<file path="src/rtl/mdio_mgmt_master.sv">
module mdio_mgmt_master #(
  parameter int CLK_DIV = 40
) (
  input  logic        clk,
  input  logic        rst_n,
  input  logic [1:0]  reg_sel,
  input  logic        reg_wr,
  input  logic [31:0] reg_wdata,
  output logic [31:0] reg_rdata,
  output logic        mdc,
  output logic        mdio_o,
  output logic        mdio_oe,
  input  logic        mdio_i
);
  localparam int HALF = CLK_DIV / 2;
  localparam int CW   = (HALF > 1) ? $clog2(HALF) : 1;

  logic [10:0]   cmd_q;
  logic [15:0]   wd_q;
  logic [15:0]   rd_q;
  logic [15:0]   cap_q;
  logic          en_q;
  logic          busy;
  logic          op_rd;
  logic          mdc_q;
  logic [CW-1:0] div_cnt;
  logic [5:0]    bit_cnt;
  logic [63:0]   frame;

  wire tick  = busy && (div_cnt == CW'(HALF - 1));
  wire start = reg_wr && (reg_sel == 2'd3) && reg_wdata[0] && reg_wdata[3] && !busy;

  always_ff @(posedge clk) begin
    if (!rst_n) begin
      cmd_q   <= '0;
      wd_q    <= '0;
      rd_q    <= '0;
      cap_q   <= '0;
      en_q    <= 1'b0;
      busy    <= 1'b0;
      op_rd   <= 1'b0;
      mdc_q   <= 1'b0;
      div_cnt <= '0;
      bit_cnt <= '0;
      frame   <= '1;
    end else begin
      if (reg_wr && reg_sel == 2'd0) cmd_q <= reg_wdata[10:0];
      if (reg_wr && reg_sel == 2'd1) wd_q  <= reg_wdata[15:0];
      if (reg_wr && reg_sel == 2'd3) en_q  <= reg_wdata[3];
      if (start) begin
        busy    <= 1'b1;
        op_rd   <= cmd_q[10];
        mdc_q   <= 1'b0;
        div_cnt <= '0;
        bit_cnt <= '0;
        frame   <= {32'hFFFF_FFFF, 2'b01, cmd_q[10] ? 2'b10 : 2'b01, cmd_q[9:5], cmd_q[4:0],
                    cmd_q[10] ? 2'b11 : 2'b10, cmd_q[10] ? 16'hFFFF : wd_q};
      end else if (tick) begin
        div_cnt <= '0;
        mdc_q   <= ~mdc_q;
        if (!mdc_q) begin
          if (op_rd && bit_cnt >= 6'd48) cap_q <= {cap_q[14:0], mdio_i};
        end else if (bit_cnt == 6'd63) begin
          busy <= 1'b0;
          if (op_rd) rd_q <= cap_q;
        end else begin
          bit_cnt <= bit_cnt + 6'd1;
          frame   <= {frame[62:0], 1'b1};
        end
      end else if (busy) begin
        div_cnt <= div_cnt + CW'(1);
      end
    end
  end

  assign mdc     = mdc_q;
  assign mdio_o  = busy ? frame[63] : 1'b1;
  assign mdio_oe = busy && !(op_rd && bit_cnt >= 6'd46);

  always_comb begin
    case (reg_sel)
      2'd0:    reg_rdata = {21'b0, cmd_q};
      2'd1:    reg_rdata = {16'b0, wd_q};
      2'd2:    reg_rdata = {16'b0, rd_q};
      default: reg_rdata = {28'b0, en_q, 2'b00, busy};
    endcase
  end

  AST_START_NEEDS_EN: assert property (@(posedge clk) disable iff (!rst_n)
    $rose(busy) |-> en_q);
  AST_MDC_IDLE_LOW: assert property (@(posedge clk) disable iff (!rst_n)
    !busy |-> !mdc);
  AST_PREAMBLE_ONES: assert property (@(posedge clk) disable iff (!rst_n)
    (busy && bit_cnt < 6'd32) |-> (mdio_o && mdio_oe));
  AST_RDATA_HOLD: assert property (@(posedge clk) disable iff (!rst_n)
    !$past(busy) |-> $stable(rd_q));
  AST_NO_RESTART: assert property (@(posedge clk) disable iff (!rst_n)
    (busy && $past(busy)) |-> (bit_cnt >= $past(bit_cnt)));
endmodule

</file>
<file path="config.mk">
export PLATFORM = sky130hd
export DESIGN_NAME = mdio_mgmt_master
export DESIGN_NICKNAME = d
export VERILOG_FILES = /design/src/rtl/mdio_mgmt_master.sv
export SDC_FILE = /design/constraint.sdc
export NUM_CORES = 1
export LEC_CHECK = 0
export BUFFER_PORTS_ARGS = -buffer_cell sky130_fd_sc_hd__buf_2
export CORE_MARGIN = 1.5
export CORE_UTILIZATION = 50
export CTS_BUF_LIST = sky130_fd_sc_hd__clkbuf_4
export CTS_CLUSTER_DIAMETER = 50
export DETAILED_ROUTE_END_ITERATION = 10
export HOLD_SLACK_MARGIN = 0.02
export PLACE_DENSITY = 0.7
export SLEW_MARGIN = 20
export SYNTH_ARGS = -nofsm -noshare
export SYNTH_HDL_FRONTEND = slang
export SYNTH_SLANG_ARGS = --single-unit
export TNS_END_PERCENT = 100
</file>
<file path="constraint.sdc">
create_clock -name clk -period 2.7 [get_ports clk]
set_input_delay 0.54 -clock clk [delete_from_list [all_inputs] [get_ports clk]]
set_output_delay 0.54 -clock clk [all_outputs]
set_load 0.05 [all_outputs]
</file>
==> impl_metrics.csv <==
group,metric,value,unit
routing,route.final.wire_length,13.1,mm
worst_setup_path,cp_slowest_cell,"mux4_2",
die,fp.coreArea,11000,um^2
power_and_ir_drop,power.density_cell_area,578,nW/um^2
power_and_ir_drop,power_switching_share,0.246,
layout,area.sequential,2760,um^2
routing,average_detailed_routed_wire_length_per_instance,15.7,um
layout,share_of_cells_above_drive_strength_1,0.136,
timing,drv_slew,0,
place,io_buffer_count,40,
clocking,clock_insertion_delay_worst_skew,0.53,ns
routing,first_iter_violations,312,
layout,nets,719,
power_and_ir_drop,total_leakage_power,2.29,nW
clocking,cts_root_buf,"clkbuf_4",
layout,antennaDiodeCount,0,
die,design.portCount,73,
power_and_ir_drop,p_clk_frac,0.354,
routing,drcViolationCount,0,
clocking,post-cts-setup-buffer-count,0,
worst_setup_path,critPathKind,"flop to primary output",
timing,hold-worst-slack,0.249,ns
timing,max-slew-margin-rel,0.477,
clocking,tritoncts.num_buffers,17,
power_and_ir_drop,power.share.sequential,0.582,
grt,global_route_wire_length_before_repair,21.0,mm
clocking,cts.sinks,138,
timing,rsz_0062_raised_after_global_routing,"no",
synth,yosysWarnings,0,
grt,antenna_found_initial,0,
synth,post_synth_inst_count,662,
clocking,clock_path_buffers,2,
synth,syn_area,5720,um^2
power_and_ir_drop,power_frac_comb,0.064,
grt,grt_overflow,0,
worst_setup_path,worst-path-max-fanout,10,
timing,min_period,2.31,ns
worst_setup_path,timing.critical_path.from_type,"flop",
clocking,clk_transition_reported_paths,0.11,ns
worst_setup_path,cp.required,2.16,ns
synth,synth_ff_type,"dfxtp_1",
layout,flow.area_growth_from_synthesis,7.81,%
die,floorplan.rows,38,
synth,async_reset_ff_frac,0,
synth,synth_top_cell_by_area,"dfxtp_1",
timing,setup_viol,0,
worst_hold_path,worst_hold_path_type,"input pin to flop",
die,die_area,12100,um^2
grt,grt_start_max_net_pins,38,
flow_run,max_cap_violations,0,
clocking,post_cts_resized,0,
clocking,tritoncts,"built",
power_and_ir_drop,power.net_switching,0.000876,W
worst_setup_path,critical_path.max_stage_delay,0.51,ns
synth,seq_area_frac_synth,0.483,
clocking,post_cts_hold_buffer_count,0,
layout,num-fill-cells,1015,
synth,yosysUniqueCellTypes,45,
synth,synth_top_area_frac,0.483,
timing,fmaxAchievable,0.432,GHz
worst_setup_path,critPathArrivalTime,1.77,ns
place,routability_congestion,0.821,
power_and_ir_drop,vdd_drop_max,0.428,mV
die,chipWidth,110,um
routing,1st_pass_router_iterations,6,
routing,routed_via_density,5.71,
place,dpl.hpwl,8.64,mm
timing,final_hold_violating_endpoints,0,
grt,first_global_vias,4365,
timing,tightestPinTransition,0.779,ns
routing,route.antenna.remaining_nets,0,
timing,timing.final.crit_share,0.857,
worst_setup_path,timing.critical_path.cells,"buf_4 > mux4_2 > buf_2",
layout,area_used_by_multi_input_combinational_logic,2620,um^2
grt,gr-usage-all-layers,0.226,
timing,fin_worst_skew,0.0215,ns
worst_setup_path,endpoint_kind,"primary output",
power_and_ir_drop,p_int,0.00269,W
routing,route.vias.total,4741,
run_status,outcome,"completed",
clocking,cts_htree_levels,4,
die,initial_core_util,0.521,
synth,synth-edff-count,0,
die,die-height,110,um
synth,yosys-top-cells-area,"dfxtp_1 48%, nand3_1 6.4%, nand2_1 5.8%",
synth,syn-mean-instance-area,8.64,um^2
timing,timing.setup.tns,0,ns
synth,ys_ff_latch,138,
[layer usage]
| layer | global-route usage | share of wire |
|---|---|---|
| met3 | 0.0705 | 0.053 |
| met5 | 0 | 0 |
| met1 | 0.284 | 0.44 |
| met4 | 0.0816 | 0.021 |
| met2 | 0.366 | 0.48 |
[metrics by stage]
step	util	setup slack, ns	std cells	area (um^2)	power, W
6_report	0.562	0.386	830	6170	0.00357
3_3_place_gp	0.538	0.442	800	5910	0.00234
5_1_grt	0.562	0.309	830	6170	0.00373
4_1_cts	0.562	0.357	830	6170	0.00361
2_1_floorplan	-	0.111	677	5780	0.00231
3_5_place_dp	0.538	0.442	800	5910	0.00235
[Yosys cell counts (11+ instances only)]
cell and n:
clkbuf_1 38, buf_4 18, nand2_1 88, nor2_1 45, nand3_1 73, dfxtp_1 138, o21ai_0 55, a21o_1 16
a21oi_1 53, buf_2 12, inv_1 11, mux2i_1 28, a221o_1 25
[path summary, 6_finish.rpt]
check	depth (start not counted)	to	from	slack (ns)
worst max-delay path	3	reg_rdata[0]	busy$_SDFFE_PN0P_	0.39
worst min-delay path	3	cap_q[0]$_SDFFE_PN0P_	mdio_i	0.25
worst max register to register	4	bit_cnt[3]$_SDFFE_PP0P_	div_cnt[2]$_SDFFE_PP0P_	0.49
worst min register to register	2	rd_q[11]$_SDFFE_PN0P_	rd_q[11]$_SDFFE_PN0P_	0.47
[flip-flops by register name, summed over array words and instances, names as in the netlist]
signal,flops
div_cnt,5
busy,1
frame,64
en_q,1
wd_q,16
bit_cnt,6
mdc,1
op_rd,1
cmd_q,11
rd_q,16
cap_q,16
[cells in the final DEF, fill, tap and decap left out, drive strengths merged, types with 11 or more instances in the layout]
cell    instances
dfxtp         138
nand2          88
nand3          73
o21ai          55
buf            55
a21oi          53
nor2           45
mux2i          28
a221o          25
clkbuf         21
a21o           16
conb           16
inv            11
[cell type report]
class	instances	share of cell area
Clock buffer	21	0.0256
Clock inverter	9	0.0164
Inverter	11	0.00669
Multi-Input combinational cell	456	0.424
Sequential cell	138	0.448
Tap cell	140	0.0284
Timing Repair Buffer	55	0.0507
[power groups by stage]
stage / Clock, W / Sequential [W] / Combinational (W)
2_1_floorplan: 0 / 0.00212 / 0.000191
3_3_place_gp: 0 / 0.00212 / 0.000222
3_5_place_dp: 0 / 0.00212 / 0.000226
4_1_cts: 0.00130 / 0.00208 / 0.000227
5_1_grt: 0.00140 / 0.00208 / 0.000246
6_report: 0.00126 / 0.00208 / 0.000228
[cell families (layout without fill, tap and decap cells)]
group	count (synthesis)	in the layout	share of synthesized area
compound gates	166	166	0.183
xor+xnor	5	5	0.00765
fa+ha+maj	2	2	0.00437
buf+inv	83	96	0.0715
flops	138	138	0.483
mux	30	30	0.0568
other cells	1	16	0.000655
simple gates	237	237	0.193
[worst max-delay path: cells and delay by family (launching register included)]
family | cells | cell delay, ns
flops | 1 | 0.33
mux | 1 | 0.51
buf+inv | 2 | 0.42
Note: power is estimated with default switching activity, not from simulation.
